`config.mk`:
```
export PLATFORM = sky130hd
export DESIGN_NAME = flash_cmd_ctrl
export DESIGN_NICKNAME = d
export VERILOG_FILES = /design/src/rtl/flash_cmd_pkg.sv /design/src/rtl/flash_cmd_decode.sv /design/src/rtl/flash_op_timer.sv /design/src/rtl/flash_cmd_ctrl.sv
export SDC_FILE = /design/constraint.sdc
export NUM_CORES = 1
export LEC_CHECK = 0
export BUFFER_PORTS_ARGS = -buffer_cell sky130_fd_sc_hd__buf_2
export CAP_MARGIN = 30
export CORE_MARGIN = 8
export CORE_UTILIZATION = 50
export CTS_BUF_LIST = sky130_fd_sc_hd__clkbuf_2 sky130_fd_sc_hd__clkbuf_4 sky130_fd_sc_hd__clkbuf_8
export DETAILED_ROUTE_END_ITERATION = 8
export PLACE_DENSITY = 0.82
export RECOVER_POWER = 100
export SLEW_MARGIN = 20
export SYNTH_ARGS = -nofsm -noshare
export SYNTH_HDL_FRONTEND = slang
export SYNTH_SLANG_ARGS = --single-unit
```
`constraint.sdc`:
```
create_clock -name clk -period 1.84 [get_ports clk]
set_clock_uncertainty 0.15 [all_clocks]
set_input_delay 0.092 -clock clk [delete_from_list [all_inputs] [get_ports clk]]
set_output_delay 0.092 -clock clk [all_outputs]
set_load 0.02 [all_outputs]
```
`src/rtl/flash_cmd_pkg.sv`:
```
package flash_cmd_pkg;

    localparam logic [3:0] FC_IDLE  = 4'b0000;
    localparam logic [3:0] FC_BYTE  = 4'b0101;
    localparam logic [3:0] FC_PAGE  = 4'b1100;
    localparam logic [3:0] FC_BLOCK = 4'b0011;
    localparam logic [3:0] FC_FULL  = 4'b1010;

    localparam int ADDR_W = 16;

    typedef enum logic [2:0] {
        OP_NONE     = 3'd0,
        OP_BYTE_WR  = 3'd1,
        OP_BYTE_RD  = 3'd2,
        OP_PAGE_ER  = 3'd3,
        OP_BLOCK_ER = 3'd4,
        OP_FULL_ER  = 3'd5
    } op_kind_e;

    typedef struct packed {
        op_kind_e           kind;
        logic [ADDR_W-1:0]  target;
    } op_cmd_t;

    function automatic op_kind_e code_to_kind(logic [3:0] code, logic rd);
        case (code)
            FC_BYTE:  return rd ? OP_BYTE_RD : OP_BYTE_WR;
            FC_PAGE:  return OP_PAGE_ER;
            FC_BLOCK: return OP_BLOCK_ER;
            FC_FULL:  return OP_FULL_ER;
            default:  return OP_NONE;
        endcase
    endfunction

    function automatic logic uses_hv(op_kind_e k);
        return (k != OP_NONE) && (k != OP_BYTE_RD);
    endfunction

endpackage

```
`src/rtl/flash_cmd_decode.sv`:
```
module flash_cmd_decode
    import flash_cmd_pkg::*;
#(
    parameter int PAGE_BITS  = 5,
    parameter int BLOCK_BITS = 8
) (
    input  logic [3:0]        code_i,
    input  logic              verify_i,
    input  logic [ADDR_W-1:0] addr_i,
    output op_cmd_t           cmd_o
);
    localparam logic [ADDR_W-1:0] PAGE_MASK  = ~((ADDR_W'(1) << PAGE_BITS) - ADDR_W'(1));
    localparam logic [ADDR_W-1:0] BLOCK_MASK = ~((ADDR_W'(1) << BLOCK_BITS) - ADDR_W'(1));

    always_comb begin
        cmd_o.kind = code_to_kind(code_i, verify_i);
        case (cmd_o.kind)
            OP_BYTE_WR, OP_BYTE_RD: cmd_o.target = addr_i;
            OP_PAGE_ER:             cmd_o.target = addr_i & PAGE_MASK;
            OP_BLOCK_ER:            cmd_o.target = addr_i & BLOCK_MASK;
            default:                cmd_o.target = '0;
        endcase
    end
endmodule

```
`src/rtl/flash_op_timer.sv`:
```
module flash_op_timer
    import flash_cmd_pkg::*;
#(
    parameter int WRITE_CYCLES = 6,
    parameter int PAGE_CYCLES  = 10,
    parameter int BLOCK_CYCLES = 14,
    parameter int FULL_CYCLES  = 20
) (
    input  logic     clk,
    input  logic     rst,
    input  logic     start_i,
    input  op_kind_e kind_i,
    output logic     hv_o
);
    localparam int MAX_A  = (WRITE_CYCLES > PAGE_CYCLES) ? WRITE_CYCLES : PAGE_CYCLES;
    localparam int MAX_B  = (BLOCK_CYCLES > FULL_CYCLES) ? BLOCK_CYCLES : FULL_CYCLES;
    localparam int MAX_C  = (MAX_A > MAX_B) ? MAX_A : MAX_B;
    localparam int CNT_W  = $clog2(MAX_C + 1);

    logic [CNT_W-1:0] cnt_q;
    logic [CNT_W-1:0] load_val;

    always_comb begin
        case (kind_i)
            OP_PAGE_ER:  load_val = CNT_W'(PAGE_CYCLES - 1);
            OP_BLOCK_ER: load_val = CNT_W'(BLOCK_CYCLES - 1);
            OP_FULL_ER:  load_val = CNT_W'(FULL_CYCLES - 1);
            default:     load_val = CNT_W'(WRITE_CYCLES - 1);
        endcase
    end

    always_ff @(posedge clk) begin
        if (rst) begin
            hv_o  <= 1'b0;
            cnt_q <= '0;
        end else if (start_i && !hv_o && uses_hv(kind_i)) begin
            hv_o  <= 1'b1;
            cnt_q <= load_val;
        end else if (hv_o) begin
            if (cnt_q == '0) hv_o <= 1'b0;
            else             cnt_q <= cnt_q - CNT_W'(1);
        end
    end

    // high voltage drops only after the count has run out
    a_r3_hv_runs_out: assert property (@(posedge clk) disable iff (rst)
        $fell(hv_o) |-> $past(cnt_q) == '0);

    // a running operation is not reloaded by the count
    a_r10_no_reload: assert property (@(posedge clk) disable iff (rst)
        (hv_o && cnt_q != '0) |=> (hv_o && cnt_q == $past(cnt_q) - CNT_W'(1)));
endmodule

```
`src/rtl/flash_cmd_ctrl.sv`:
```
module flash_cmd_ctrl
    import flash_cmd_pkg::*;
#(
    parameter int WRITE_CYCLES = 6,
    parameter int PAGE_CYCLES  = 10,
    parameter int BLOCK_CYCLES = 14,
    parameter int FULL_CYCLES  = 20
) (
    input  logic        clk,
    input  logic        rst,
    input  logic        reg_wr_en,
    input  logic [7:0]  reg_wr_data,
    output logic [7:0]  reg_rd_data,
    input  logic [15:0] op_addr,
    input  logic        verify_rd,
    input  logic        fetch_internal,
    input  logic        sec_lock,
    output logic        op_req,
    output logic [2:0]  op_kind,
    output logic [15:0] op_target,
    output logic        hv
);
    logic [1:0] map_q;
    logic [3:0] fcode_q;
    op_cmd_t    dec_cmd;
    op_cmd_t    cmd_q;
    logic       code_ok;
    logic       start;
    logic       unused_bits;

    assign unused_bits = ^reg_wr_data[5:4];

    flash_cmd_decode #(
        .PAGE_BITS  (5),
        .BLOCK_BITS (8)
    ) decode_i (
        .code_i   (reg_wr_data[3:0]),
        .verify_i (verify_rd),
        .addr_i   (op_addr),
        .cmd_o    (dec_cmd)
    );

    assign code_ok = reg_wr_en && !hv &&
                     (!sec_lock || fetch_internal || reg_wr_data[3:0] == FC_FULL);
    assign start   = code_ok && (dec_cmd.kind != OP_NONE);

    flash_op_timer #(
        .WRITE_CYCLES (WRITE_CYCLES),
        .PAGE_CYCLES  (PAGE_CYCLES),
        .BLOCK_CYCLES (BLOCK_CYCLES),
        .FULL_CYCLES  (FULL_CYCLES)
    ) timer_i (
        .clk     (clk),
        .rst     (rst),
        .start_i (start),
        .kind_i  (dec_cmd.kind),
        .hv_o    (hv)
    );

    always_ff @(posedge clk) begin
        if (rst) begin
            map_q   <= 2'b00;
            fcode_q <= FC_IDLE;
            op_req  <= 1'b0;
            cmd_q   <= '{kind: OP_NONE, target: '0};
        end else begin
            op_req <= start;
            if (reg_wr_en) map_q   <= reg_wr_data[7:6];
            if (code_ok)   fcode_q <= reg_wr_data[3:0];
            if (start)     cmd_q   <= dec_cmd;
        end
    end

    assign reg_rd_data = {map_q, hv, 1'b0, fcode_q};
    assign op_kind     = cmd_q.kind;
    assign op_target   = cmd_q.target;

    // a request always follows a register write
    a_r1_req_from_write: assert property (@(posedge clk) disable iff (rst)
        op_req |-> $past(reg_wr_en));

    // no request is issued for a write made during high voltage
    a_r10_busy_drop: assert property (@(posedge clk) disable iff (rst)
        (reg_wr_en && hv) |=> !op_req);

    // a locked external write of a non-full code starts nothing
    a_r8_lock_blocks: assert property (@(posedge clk) disable iff (rst)
        (reg_wr_en && sec_lock && !fetch_internal && reg_wr_data[3:0] != FC_FULL)
        |=> (!op_req && reg_rd_data[3:0] == $past(reg_rd_data[3:0])));

    // a verify read never raises high voltage
    a_r4_read_no_hv: assert property (@(posedge clk) disable iff (rst)
        (op_req && op_kind == OP_BYTE_RD) |-> !hv);

    // a block target is 256-byte aligned
    a_r6_block_align: assert property (@(posedge clk) disable iff (rst)
        (op_req && op_kind == OP_BLOCK_ER) |-> op_target[7:0] == 8'h00);

    // a full erase targets address zero
    a_r7_full_zero: assert property (@(posedge clk) disable iff (rst)
        (op_req && op_kind == OP_FULL_ER) |-> op_target == 16'h0000);

    // reserved bit always reads zero
    a_r2_reserved_zero: assert property (@(posedge clk) disable iff (rst)
        reg_rd_data[4] == 1'b0);
endmodule

```
* Yosys cells after proc, flatten, opt, wreduce, memory -nomap -nowiden
Cells that the tools add are included.
Word-level totals: flip-flop bits (word level) 32, output and inout port bits 29, word-level logic and storage cells 44
Operators by class: $add $sub $neg 1, equal/unequal tests 11, muxes and demuxes 10, reductions and logical operators 15
Operators by type and width (number):
- one-hot mux 16 bit (3 select lines) | 1
- two-way mux 5 bit | 3
- one-hot mux 5 bit (3 select lines) | 1
- one-hot mux 3 bit (4 select lines) | 1
- equality test 4 bit (second input constant) | 2
- equality test 3 x 2 -> 1 bit (second input constant) | 2
- equality test 3 bit (second input constant) | 2
- logical AND 1 bit | 6
- zero test 5 bit | 1
- subtractor 5 x 1 -> 5 bit (second input constant) | 1
- equality test 4 x 2 -> 1 bit (second input constant) | 1
- equality test 4 x 3 -> 1 bit (second input constant) | 1
- equality test 3 x 1 -> 1 bit (second input constant) | 1
- two-way mux 1 bit | 3
- inequality test 3 x 2 -> 1 bit (second input constant) | 1
- nonzero test 3 bit | 1
- zero test 1 bit | 2
- logical OR 1 bit | 2
- two-way mux 2 bit | 1
- inequality test 2 x 1 -> 1 bit (second input constant) | 1
- AND reduction 2 bit | 1
- nonzero test 2 bit | 1
- OR reduction 2 bit | 1

* Logic depth before layout (Yosys ltp)
depth after elaboration 9, mapped depth 8

* Modules after synthesis
Synthesis repeated with hierarchy kept, for this count alone.
Unflattened totals: cell total of the unflattened synthesis 206, area, all modules 1910.6 um^2
By module, submodules not included:
- flash_cmd_ctrl | times used 1, cells each 116, area each 1196.1 um^2, sequential area each 520.5 um^2
- flash_op_timer | times used 1, cells each 43, area each 387.9 um^2, sequential area each 120.1 um^2
- flash_cmd_decode | times used 1, cells each 47, area each 326.6 um^2, sequential area each 0.0 um^2

* Least setup slack after synthesis
Ideal clock, no wire load.
path kind register to register, from register timer_i.hv_o, to register timer_i.cnt_q[2], setup time 0.086 ns, data arrival time 1.507 ns, slack 0.097 ns, cell stages (with the launch flop) 6, path through dfxtp_1 > nand2b_1 > a221oi_4 > o21ai_2 > and2_4 > a221oi_2
On the way: word-level cells in the longest chain between the ends 8, elaborated cells on any way between the ends 10
RTL lines:
- start: declaration | RTL line flash_op_timer.sv:13 | output logic hv_o
- start signal: assignment | RTL line flash_op_timer.sv:34 | hv_o <= 1'b0;
- start signal: assignment | RTL line flash_op_timer.sv:37 | hv_o <= 1'b1;
- start signal: assignment | RTL line flash_op_timer.sv:40 | if (cnt_q == '0) hv_o <= 1'b0;
- zero test 1 bit | RTL line flash_op_timer.sv:36, flash_cmd_ctrl.sv:43
- logical AND 1 bit (2 in series) | RTL line flash_cmd_ctrl.sv:43 | assign code_ok = reg_wr_en && !hv &&
- logical AND 1 bit | RTL line flash_cmd_ctrl.sv:45 | assign start = code_ok && (dec_cmd.kind != OP_NONE);
- logical AND 1 bit (2 in series) | RTL line flash_op_timer.sv:36 | end else if (start_i && !hv_o && uses_hv(kind_i)) begin
- inequality test 2 x 1 -> 1 bit (no line) or nonzero test 2 bit (tied branches)
- AND reduction 2 bit (no line)
- end signal: assignment | RTL line flash_op_timer.sv:38 | cnt_q <= load_val;
- end signal: assignment | RTL line flash_op_timer.sv:41 | else cnt_q <= cnt_q - CNT_W'(1);
- end: declaration | RTL line flash_op_timer.sv:20 | logic [CNT_W-1:0] cnt_q;
Parallel ways exist; a longest one is shown, timed or not. A chain may end at the register's enable or synchronous reset.

* Worst setup path after layout
from register timer_i.hv_o, to register cmd_q (netlist bit op_target[0])
On the way: word-level cells in the longest chain between the ends 4
RTL lines:
- zero test 1 bit | RTL line flash_cmd_ctrl.sv:43
- logical AND 1 bit (2 in series) | RTL line flash_cmd_ctrl.sv:43
- logical AND 1 bit | RTL line flash_cmd_ctrl.sv:45
- end signal: assignment | RTL line flash_cmd_ctrl.sv:65 | cmd_q <= '{kind: OP_NONE, target: '0};
- end signal: assignment | RTL line flash_cmd_ctrl.sv:70 | if (start) cmd_q <= dec_cmd;
- end: declaration | RTL line flash_cmd_ctrl.sv:26 | op_cmd_t cmd_q;
Every way passes these cells.

==> flow_summary.json <==
{
  "seq_area_frac_synth_pct": 42.3,
  "antenna_found_initial": 0,
  "drt-initial-drc-count": 119,
  "synth_ff_type": "dfxtp_1",
  "synth_top_area_cell": "dfxtp_1",
  "final_layout_size_suffix_gt1_share_pct": 22.7,
  "synth_top_area_share_pct": 42.3,
  "tightest_slew_ns": 0.505,
  "yosysMostFrequentCell": "dfxtp_1",
  "gr-usage-all-layers_pct": 17.9,
  "gp_congestion": 0.786,
  "endpoint_kind": "flip-flop",
  "drt-total-wl_um": 4840,
  "grt_max_degree": 24,
  "cts_made_buffers": 5,
  "rsz0062_at_grt": "false",
  "dpl.hpwl_um": 2750,
  "via_per_inst": 5.59,
  "synth_edf_count": 0,
  "synth_warnings": 0,
  "ys_top_cells_by_area": "dfxtp_1 (42%), nor2_1 (5.7%), a21oi_1 (5.3%)",
  "final_antenna_net_count": 0,
  "grt_pass1_wl_um": 7310,
  "grt_pass1_vias": 1537,
  "max_freq_ghz": 0.576,
  "ys_top_cells_by_count": "dfxtp_1 (32), nor2_1 (23), a21oi_1 (16)",
  "synthArstFlopShare_pct": 0,
  "clockBufferDepth": 2,
  "p_per_area_nw_per_um2": 669,
  "fin_tns_setup_ns": 0,
  "vdd_drop_max_mv": 0.580,
  "coreArea_um2": 2980,
  "slew_headroom_pct": 66.4,
  "start_kind": "flip-flop",
  "worst-path-max-fanout": 7,
  "io_pins": 59,
  "total_power_uw": 1460,
  "diodes": 0,
  "p_leak_uw": 0.000894,
  "start_util_pct": 50.9,
  "pre_cts_slack_ns": 0.139,
  "ys_ff_latch": 32,
  "path_clk_slew_ns": 0.09,
  "io_buffers": 55,
  "htree_levels": 2,
  "syn_inst": 171,
  "wl_per_cell_um": 16.5,
  "min_period_ns": 1.74,
  "netlist_area_um2": 1520,
  "hp-class": "in2reg",
  "final_util_pct": 73.3,
  "arrival_ns": 1.80,
  "final-max-slew-violation-count": 0,
  "die_h_um": 71.1,
  "cts_tree": "built",
  "root_buffer": "clkbuf_4",
  "dieArea_um2": 5050,
  "clk_latency_ns": 0.33,
  "cap_violations": 0,
  "nets": 291,
  "clock-sinks": 32,
  "synth_cell_types": 37,
  "avgSynthCellArea_um2": 8.86,
  "run_status": "complete, no violations",
  "die_x_um": 71.1,
  "crit_type": "reg2reg",
  "dr.pass1.iters": 4,
  "whs_ns": 0.0260,
  "setup_violations": 0,
  "finalCritPeriodShare_pct": 94.3,
  "finalHoldViolCount": 0,
  "drc": 0,
  "rows": 20,
  "vias": 1639,
  "syn_to_final_growth_pct": 44.0,
  "crit_required_ns": 1.90,
  "synth_fp_nets": 203,
  "grt_overflow": 0,
  "setup_slack_ns": 0.105
}
kinds of logic after synthesis:
family	share of synthesized area, %
AOI/OAI and AO/OA	22.5
buffers and inverters	5.04
muxes	3.96
DFF	42.3
other	0.247
xor gates and xnor gates	1.16
adders and majority gates	1.65
and+or+nand+nor	23.1
report_power, final:
part / leakage, uW / internal, uW / switching, uW
clock: 0.0000394 / 218 / 227
sequential: 0.000259 / 712 / 13.0
combinational: 0.000595 / 136 / 154
total: 0.000894 / 1070 / 394
registers in the layout, indices dropped and copies added, names as in the netlist:
signal         count
fcode_q            4
map_q              2
op_kind            3
op_req             1
op_target         16
timer_i.cnt_q      5
timer_i.hv_o       1
metrics by stage:
stage	cells	cell area, um2
floorplan	171	1520
global placement	259	1860
detailed placement	259	1860
CTS	291	2170
global route	293	2180
finish	293	2180
area by class of cell:
class | instances | area [um2]
Inverter | 4 | 15.0
Fill cell | 211 | 796
Tap cell | 33 | 41.3
Clock buffer | 8 | 66.3
Timing Repair Buffer | 93 | 591
Multi-Input combinational cell | 123 | 828
Sequential cell | 32 | 641
path summary, 6_finish.rpt:
kind / slack [ns] / from / to / cells after the start
max: 0.10 / timer_i.hv_o / op_target[0] / 6
min reg2reg: 0.30 / op_target[13] / op_target[13] / 2
max reg2reg: 0.10 / timer_i.hv_o / op_target[0] / 6
min: 0.03 / rst / map_q[1] / 2
cell usage in the layout (no fill, tap or decap), drive strengths merged, types with 2 or more instances in the layout:
cell and instances:
inv 4, a21oi 16, dfxtp 32, ha 2
clkbuf 39, xnor2 2, dlygate4sd3 23, o21ai 2
mux2i 6, nor2b 6, a31oi 6, nand3 2
a22oi 6, nand2b 7, a221oi 2, nand2 16
nor2 23, a21o 2, buf 38, nor3 2
a2bb2oi 4, nand4b 8
critical path, stage by stage (launching register included):
cell and delay (ns):
dfxtp_1 0.32, nand2b_1 0.26, a221oi_4 0.38, nand2_2 0.11
buf_4 0.18, a22oi_1 0.16, nor2_1 0.06
layer usage:
| metal | wire [um] | global-route usage, % | up-vias |
|---|---|---|---|
| met5 | 0 | 0 | - |
| met4 | 163 | 8.08 | 0 |
| met3 | 374 | 7.63 | 19 |
| met2 | 2480 | 29.4 | 61 |
| met1 | 1820 | 19.6 | 773 |
| li1 | - | - | 786 |
timing repair:
action,in CTS,in global routing
endpoints found under the hold margin,23,0
resized for setup,0,9
hold buffers,24,0
setup buffers,0,2
endpoints found under the setup margin,0,19
Power figures use the tool's default switching activity.
